**config.mk**
```make
export PLATFORM = sky130hd
export DESIGN_NAME = pwr_seq_ctl
export DESIGN_NICKNAME = d
export VERILOG_FILES = /design/src/rtl/pwr_seq_pkg.sv /design/src/rtl/pwr_seq_sync.sv /design/src/rtl/pwr_seq_arm.sv /design/src/rtl/pwr_seq_timer.sv /design/src/rtl/pwr_seq_ctl.sv
export SDC_FILE = /design/constraint.sdc
export NUM_CORES = 1
export LEC_CHECK = 0
export BUFFER_PORTS_ARGS = -buffer_cell sky130_fd_sc_hd__buf_2
export CAP_MARGIN = 20
export CELL_PAD_IN_SITES_DETAIL_PLACEMENT = 0
export CELL_PAD_IN_SITES_GLOBAL_PLACEMENT = 1
export CORE_AREA = 2 2 60 62
export DETAILED_ROUTE_END_ITERATION = 8
export DIE_AREA = 0 0 62 64
export GPL_ROUTABILITY_DRIVEN = 1
export PLACE_DENSITY = 0.73
export SETUP_SLACK_MARGIN = 0.2
export SLEW_MARGIN = 25
export SYNTH_ARGS = -nofsm -noshare
export SYNTH_HDL_FRONTEND = slang
export SYNTH_SLANG_ARGS = --single-unit
```
**constraint.sdc**
```tcl
create_clock -name clk -period 1.7 [get_ports clk]
set_input_delay 0.17 -clock clk [delete_from_list [all_inputs] [get_ports clk]]
set_output_delay 0.17 -clock clk [all_outputs]
set_load 0.01 [all_outputs]
```
**src/rtl/pwr_seq_pkg.sv**
```systemverilog
package pwr_seq_pkg;
   typedef enum logic [2:0] {
      PS_LOCK    = 3'd0,
      PS_IDLE    = 3'd1,
      PS_DOZE_IN = 3'd2,
      PS_DOZE    = 3'd3,
      PS_RISE    = 3'd4
   } pstate_t;
endpackage

```
**src/rtl/pwr_seq_sync.sv**
```systemverilog
module pwr_seq_sync #(
   parameter int STAGES = 2
) (
   input  logic clk,
   input  logic rst_n,
   input  logic d,
   output logic q
);
   generate
      if (STAGES == 0) begin : g_direct
         assign q = d;
      end else if (STAGES == 1) begin : g_one
         logic ff;
         always_ff @(posedge clk or negedge rst_n) begin
            if (!rst_n) ff <= 1'b1;
            else        ff <= d;
         end
         assign q = ff;
      end else begin : g_chain
         logic [STAGES-1:0] ff;
         always_ff @(posedge clk or negedge rst_n) begin
            if (!rst_n) ff <= '1;
            else        ff <= {ff[STAGES-2:0], d};
         end
         assign q = ff[STAGES-1];
      end
   endgenerate
endmodule

```
**src/rtl/pwr_seq_arm.sv**
```systemverilog
module pwr_seq_arm (
   input  logic clk,
   input  logic rst_n,
   input  logic cs_n,
   input  logic stb_sleep,
   input  logic stb_wake,
   input  logic stb_other,
   input  logic ok_sleep,
   input  logic ok_wake,
   output logic go_sleep,
   output logic go_wake
);
   logic cs_q;
   logic arm_sleep;
   logic arm_wake;
   logic rise;

   assign rise = cs_n && !cs_q;

   always_ff @(posedge clk or negedge rst_n) begin
      if (!rst_n) begin
         cs_q      <= 1'b1;
         arm_sleep <= 1'b0;
         arm_wake  <= 1'b0;
      end else begin
         cs_q <= cs_n;
         if (rise) begin
            arm_sleep <= 1'b0;
            arm_wake  <= 1'b0;
         end else if (stb_sleep || stb_wake || stb_other) begin
            arm_sleep <= stb_sleep && ok_sleep;
            arm_wake  <= stb_wake && ok_wake;
         end
      end
   end

   assign go_sleep = rise && arm_sleep;
   assign go_wake  = rise && arm_wake;

   // a committed command is consumed and cannot fire twice
   p_commit_once_r3: assert property (@(posedge clk) disable iff (!rst_n)
      (go_sleep || go_wake) |=> !(go_sleep || go_wake));
   // sleep and wake requests are never committed together
   p_go_exclusive_r6: assert property (@(posedge clk) disable iff (!rst_n)
      !(go_sleep && go_wake));
endmodule

```
**src/rtl/pwr_seq_timer.sv**
```systemverilog
module pwr_seq_timer #(
   parameter int W = 8
) (
   input  logic         clk,
   input  logic         rst_n,
   input  logic         clr,
   input  logic [W-1:0] limit,
   output logic         done
);
   logic [W-1:0] cnt;

   assign done = (cnt == limit - W'(1));

   always_ff @(posedge clk or negedge rst_n) begin
      if (!rst_n)     cnt <= '0;
      else if (clr)   cnt <= '0;
      else if (!done) cnt <= cnt + W'(1);
   end

   // the window counter never runs past the selected length
   p_cnt_in_range_r4: assert property (@(posedge clk) disable iff (!rst_n)
      cnt < limit);
endmodule

```
**src/rtl/pwr_seq_ctl.sv**
```systemverilog
module pwr_seq_ctl
   import pwr_seq_pkg::*;
#(
   parameter int LOCK_CYC  = 40000,
   parameter int ENTRY_CYC = 300,
   parameter int EXIT_CYC  = 40000,
   parameter int CS_SYNC   = 2
) (
   input  logic       clk,
   input  logic       rst_n,
   input  logic       cs_n,
   input  logic       cmd_sleep,
   input  logic       cmd_wake,
   input  logic       cmd_other,
   output logic       ready,
   output logic       reg_en,
   output logic [2:0] pstate
);
   localparam int MAX_A = (LOCK_CYC > EXIT_CYC) ? LOCK_CYC : EXIT_CYC;
   localparam int MAX_C = (MAX_A > ENTRY_CYC) ? MAX_A : ENTRY_CYC;
   localparam int CW    = $clog2(MAX_C + 1);

   initial begin
      assert (LOCK_CYC >= 1)  else $error("LOCK_CYC must be at least 1");
      assert (ENTRY_CYC >= 1) else $error("ENTRY_CYC must be at least 1");
      assert (EXIT_CYC >= 1)  else $error("EXIT_CYC must be at least 1");
      assert (CS_SYNC >= 0 && CS_SYNC <= 3) else $error("CS_SYNC out of range");
   end

   pstate_t       st, nxt;
   logic          cs_s;
   logic          go_sleep, go_wake;
   logic          t_done;
   logic [CW-1:0] t_limit;

   pwr_seq_sync #(.STAGES(CS_SYNC)) u_sync (
      .clk(clk), .rst_n(rst_n), .d(cs_n), .q(cs_s)
   );

   pwr_seq_arm u_arm (
      .clk(clk), .rst_n(rst_n), .cs_n(cs_s),
      .stb_sleep(cmd_sleep), .stb_wake(cmd_wake), .stb_other(cmd_other),
      .ok_sleep(st == PS_IDLE), .ok_wake(st == PS_DOZE),
      .go_sleep(go_sleep), .go_wake(go_wake)
   );

   always_comb begin
      case (st)
         PS_LOCK:    t_limit = CW'(LOCK_CYC);
         PS_DOZE_IN: t_limit = CW'(ENTRY_CYC);
         PS_RISE:    t_limit = CW'(EXIT_CYC);
         default:    t_limit = CW'(1);
      endcase
   end

   pwr_seq_timer #(.W(CW)) u_tmr (
      .clk(clk), .rst_n(rst_n), .clr(nxt != st),
      .limit(t_limit), .done(t_done)
   );

   always_comb begin
      nxt = st;
      case (st)
         PS_LOCK:    if (t_done)   nxt = PS_IDLE;
         PS_IDLE:    if (go_sleep) nxt = PS_DOZE_IN;
         PS_DOZE_IN: if (t_done)   nxt = PS_DOZE;
         PS_DOZE:    if (go_wake)  nxt = PS_RISE;
         PS_RISE:    if (t_done)   nxt = PS_IDLE;
         default:                  nxt = PS_LOCK;
      endcase
   end

   always_ff @(posedge clk or negedge rst_n) begin
      if (!rst_n) st <= PS_LOCK;
      else        st <= nxt;
   end

   assign ready  = (st == PS_IDLE);
   assign reg_en = !(st == PS_DOZE_IN || st == PS_DOZE);
   assign pstate = st;

   // lockout ends only when its window has run out
   p_lock_exit_r1: assert property (@(posedge clk) disable iff (!rst_n)
      (st == PS_IDLE && $past(st) == PS_LOCK) |-> $past(t_done));
   // sleep entry only from standby on a committed sleep opcode
   p_entry_src_r3: assert property (@(posedge clk) disable iff (!rst_n)
      (st == PS_DOZE_IN && $past(st) != PS_DOZE_IN) |->
         ($past(st) == PS_IDLE && $past(go_sleep)));
   // sleep is reached only through the entry window
   p_doze_src_r4: assert property (@(posedge clk) disable iff (!rst_n)
      (st == PS_DOZE && $past(st) != PS_DOZE) |-> $past(st) == PS_DOZE_IN);
   // the entry window cannot be cut short
   p_entry_hold_r5: assert property (@(posedge clk) disable iff (!rst_n)
      (st == PS_DOZE_IN && !t_done) |=> st == PS_DOZE_IN);
   // sleep is left only by a committed wake opcode
   p_doze_hold_r6: assert property (@(posedge clk) disable iff (!rst_n)
      (st == PS_DOZE && !go_wake) |=> st == PS_DOZE);
   // waking starts only from sleep on a committed wake opcode
   p_rise_src_r7: assert property (@(posedge clk) disable iff (!rst_n)
      (st == PS_RISE && $past(st) != PS_RISE) |->
         ($past(st) == PS_DOZE && $past(go_wake)));
   // the wake exit window cannot be cut short
   p_rise_hold_r8: assert property (@(posedge clk) disable iff (!rst_n)
      (st == PS_RISE && !t_done) |=> st == PS_RISE);
   // ready rises only at the end of lockout or waking
   p_ready_src_r7: assert property (@(posedge clk) disable iff (!rst_n)
      $rose(ready) |-> ($past(st) == PS_LOCK || $past(st) == PS_RISE));
endmodule

```
==> flow_summary.rst <==
.. list-table::
   :header-rows: 1

   * - Metric
     - Value
   * - Capturing element type of the critical path
     - flip-flop
   * - Clock transition at the register clock pins on the worst setup and hold paths after CTS
     - around 140 ps
   * - Count of state elements after synthesis
     - 24
   * - NumNets Final
     - roughly 180
   * - Setup repair after global routing missed its margin
     - true
   * - Clock tree sinks
     - 24
   * - Highest ir drop seen on vdd
     - 0.277 mV
   * - Row count
     - 21
   * - Maximum achievable frequency
     - between 500 and 600 MHz
   * - Most common cell after layout, fill and taps aside
     - sky130_fd_sc_hd__buf_4
   * - Share of post-route cells with drive strength above 1
     - about two fifths
   * - Grt ovf
     - 0
   * - Worst-Margin Slew
     - between 500 and 600 ps
   * - DIE WIDTH
     - roughly 62 um
   * - Crit start category
     - flip-flop
   * - Total nets after synthesis
     - approximately 140
   * - Prevailing post-synth register cell
     - sky130_fd_sc_hd__dfrtp_1
   * - GR Util All Layers
     - about 17%
   * - Delay of the slowest cell on the worst path
     - 530 ps
   * - Seq/Total Area, Yosys
     - roughly 47%
   * - Type of the worst min-delay path
     - in -> reg
   * - Post-Route WL
     - just under 3000 um
   * - Ratio of total power to cell area
     - ~550 nW/um^2
   * - Final core occ
     - between 50% and 60%
   * - Cell area after technology mapping
     - around 1300 sq um
   * - Post-route clock period utilization
     - 106%
   * - Die outline height
     - between 60 and 70 um
   * - Cell with the biggest individual delay on the critical path
     - sky130_fd_sc_hd__or4b_1
   * - Via-per-instance ratio
     - ~5.3
   * - Filler-free cell count of the finished design
     - about 220
   * - Cell count after synthesis
     - between 100 and 150
   * - Number of cells in the design after placement
     - ~210
   * - Full die area
     - roughly 4000 sq um
   * - Setup clock skew after layout
     - between 10 and 15 ps
   * - Clock tree from TritonCTS
     - done
   * - Worst skew pair latency
     - 330 ps
   * - Critical Path AT
     - 2050 ps
   * - Filler cell count
     - 310
   * - Largest net degree at the start of global routing
     - 25
   * - Worst setup slack after layout
     - -108 ps
   * - Global-route wire length before repair
     - a little over 5000 um
   * - Top library cells by usage in the layout, fill and taps aside
     - sky130_fd_sc_hd__buf_4, sky130_fd_sc_hd__dfrtp_1, sky130_fd_sc_hd__nor2_1, sky130_fd_sc_hd__buf_2, sky130_fd_sc_hd__nand2_1
   * - ANT nets after route
     - 0
   * - Number of violations of the max-capacitance limit
     - 0
   * - Crit-path cells
     - or4b_1 -> o211ai_2 -> o2111a_2 -> buf_12 -> nand2b_1 -> a21oi_2
   * - Total count of hold-check failures in the final report
     - 0
   * - Number of vias after detailed routing
     - 1145
   * - Half-perimeter wire length after placement
     - ~2000 um
   * - Area Overhead vs Synth
     - 30.0%
   * - Gpl congestion
     - 0.887
   * - Port Buffer Count
     - 10
   * - Post-placement worst setup slack
     - -112 ps
   * - Maximum number of buffers from clock root to sink
     - 2
   * - Post-route cell area
     - 1680 sq um
   * - Async SR Flop Fraction
     - 100%
   * - Violated checks
     - negative setup slack
   * - Number of I/O pins
     - 11
   * - Synth unique cells
     - 40
   * - Worst path required time
     - slightly below 2000 ps
   * - Clock root buffer
     - sky130_fd_sc_hd__clkbuf_4
   * - Syn avg cell area
     - around 9.5 sq um
   * - Final period demand of the worst path
     - approximately 1800 ps
   * - Number of antenna violations at the first check in global routing
     - 0
   * - DRC violations left
     - 0
   * - Effective utilization at floorplan
     - between 30% and 40%
   * - Static leakage power
     - roughly 0.7 nW
   * - Antenna diodes
     - 0
   * - Pwr Total
     - between 0.0009 and 0.001 W
   * - First-pass iteration count of the detailed router
     - 5
   * - Critical-path maximum fanout
     - 10
   * - Area of the placeable core
     - between 3000 and 4000 sq um
   * - Vias in the first global route
     - ~1.1k
   * - Post-synth EDFFs
     - 0
   * - Critical Setup Path Class
     - reg -> reg
   * - Endpoints failing setup
     - 17
   * - H-tree depth
     - 1
   * - Iter 0 DRT Violations
     - 60
   * - Instance area at placement
     - 1520 sq um
   * - Number of buffers created by CTS
     - 3
   * - Routed length per instance
     - roughly 14 um
   * - Synth Warn #
     - 0
   * - Run status
     - finished with violations
   * - Max-slew violations
     - 0
   * - Normalized max-slew margin
     - about two thirds
[power breakdown]
group | switching, W | total, W | internal [W]
Sequential | 0.00000181 | 0.000579 | 0.000577
Combinational | 0.0000167 | 0.0000261 | 0.00000944
Clock | 0.000184 | 0.000315 | 0.000131
[repair_timing]
item,CTS,global route
resized for setup,8,14
endpoints found under the setup margin,19,19
cloned,1,0
hold buffers,2,0
pin swaps,11,4
hold endpoints to repair,22,0
setup buffers,0,2
[per-layer routing]
layer | vias to the layer above | track usage (%) | part of all wire (%)
met4 | 0 | 6.65 | 2.1
li1 | 554 | - | -
met2 | 30 | 25.8 | 50
met5 | - | 0 | 0
met1 | 554 | 24.3 | 44
met3 | 7 | 2.63 | 3.8
[final cells by class]
type                    instances  area (sq um)  share of cell area [%]
inverters                       4          15.0                   0.896
flip-flops and latches         24           607                    36.2
repair buffers                 35           259                    15.4
clock buffers                   4          36.3                    2.16
well taps                      46          57.6                    3.43
multi-input cells             103           702                    41.9
[synth_stat cells (2+ instances only)]
| cell type | n | area [sq um] |
|---|---|---|
| sky130_fd_sc_hd__xor2_1 | 5 | 43.8 |
| sky130_fd_sc_hd__nor3b_1 | 2 | 15.0 |
| sky130_fd_sc_hd__or3_1 | 7 | 43.8 |
| sky130_fd_sc_hd__dfstp_2 | 3 | 78.8 |
| sky130_fd_sc_hd__nand2_1 | 10 | 37.5 |
| sky130_fd_sc_hd__nor2b_1 | 2 | 12.5 |
| sky130_fd_sc_hd__nor4b_1 | 2 | 17.5 |
| sky130_fd_sc_hd__or2_2 | 2 | 12.5 |
| sky130_fd_sc_hd__o21ai_0 | 3 | 15.0 |
| sky130_fd_sc_hd__buf_6 | 3 | 33.8 |
| sky130_fd_sc_hd__xnor2_1 | 4 | 35.0 |
| sky130_fd_sc_hd__dfrtp_1 | 21 | 526 |
| sky130_fd_sc_hd__inv_1 | 4 | 15.0 |
| sky130_fd_sc_hd__o21ai_1 | 2 | 10.0 |
| sky130_fd_sc_hd__a21oi_2 | 2 | 17.5 |
| sky130_fd_sc_hd__nand2b_1 | 2 | 12.5 |
| sky130_fd_sc_hd__a31oi_1 | 4 | 25.0 |
| sky130_fd_sc_hd__nor3_1 | 4 | 20.0 |
| sky130_fd_sc_hd__nand4_1 | 3 | 18.8 |
| sky130_fd_sc_hd__nor2_1 | 18 | 67.6 |
| sky130_fd_sc_hd__and3_1 | 2 | 12.5 |
| sky130_fd_sc_hd__nand3_1 | 5 | 25.0 |
| sky130_fd_sc_hd__a21oi_1 | 9 | 45.0 |
[metrics by stage]
step | setup TNS, ps | hold WS, ps
6_report | -1340 | 104
5_1_grt | -2640 | 106
4_1_cts | -1330 | 90.8
3_5_place_dp | -1560 | 178
3_3_place_gp | -868 | 179
2_1_floorplan | -2640 | -126
[state kept, by name, indices dropped and copies added, names as in the netlist]
name / flops
u_arm.cs_q: 1
u_tmr.cnt: 16
u_arm.arm_wake: 1
u_sync.g_chain.ff: 2
u_arm.arm_sleep: 1
pstate: 3
[worst max-delay path: cells and delay by family, from the launching register on]
family,cells,cell delay (ps)
simple gates,2,650
compound gates,3,510
buf+inv,1,150
flops,1,400
[path summary, 6_finish.rpt]
path / startpoint / to / slack (ps) / cells past startpoint
worst max register to register: u_tmr.cnt[4] / u_tmr.cnt[1] / -110 / 6
min in group asynchronous: rst_n / u_arm.arm_sleep / 330 / 2
worst min-delay path: cmd_sleep / u_arm.arm_sleep / 100 / 3
max in group asynchronous: rst_n / u_sync.g_chain.ff[1] / 990 / 2
worst min register to register: u_sync.g_chain.ff[1] / u_arm.cs_q / 370 / 0
worst max-delay path: u_tmr.cnt[4] / u_tmr.cnt[1] / -110 / 6
[kinds of logic after synthesis]
logic type	Yosys count	share of synthesized area [%]
and+or+nand+nor	65	26.7
AOI/OAI and AO/OA	27	14.4
DFF	24	46.8
buffers and inverters	10	5.04
xor gates and xnor gates	9	6.11
adders and majority gates	1	0.970
(Power assumes the default switching activity.)
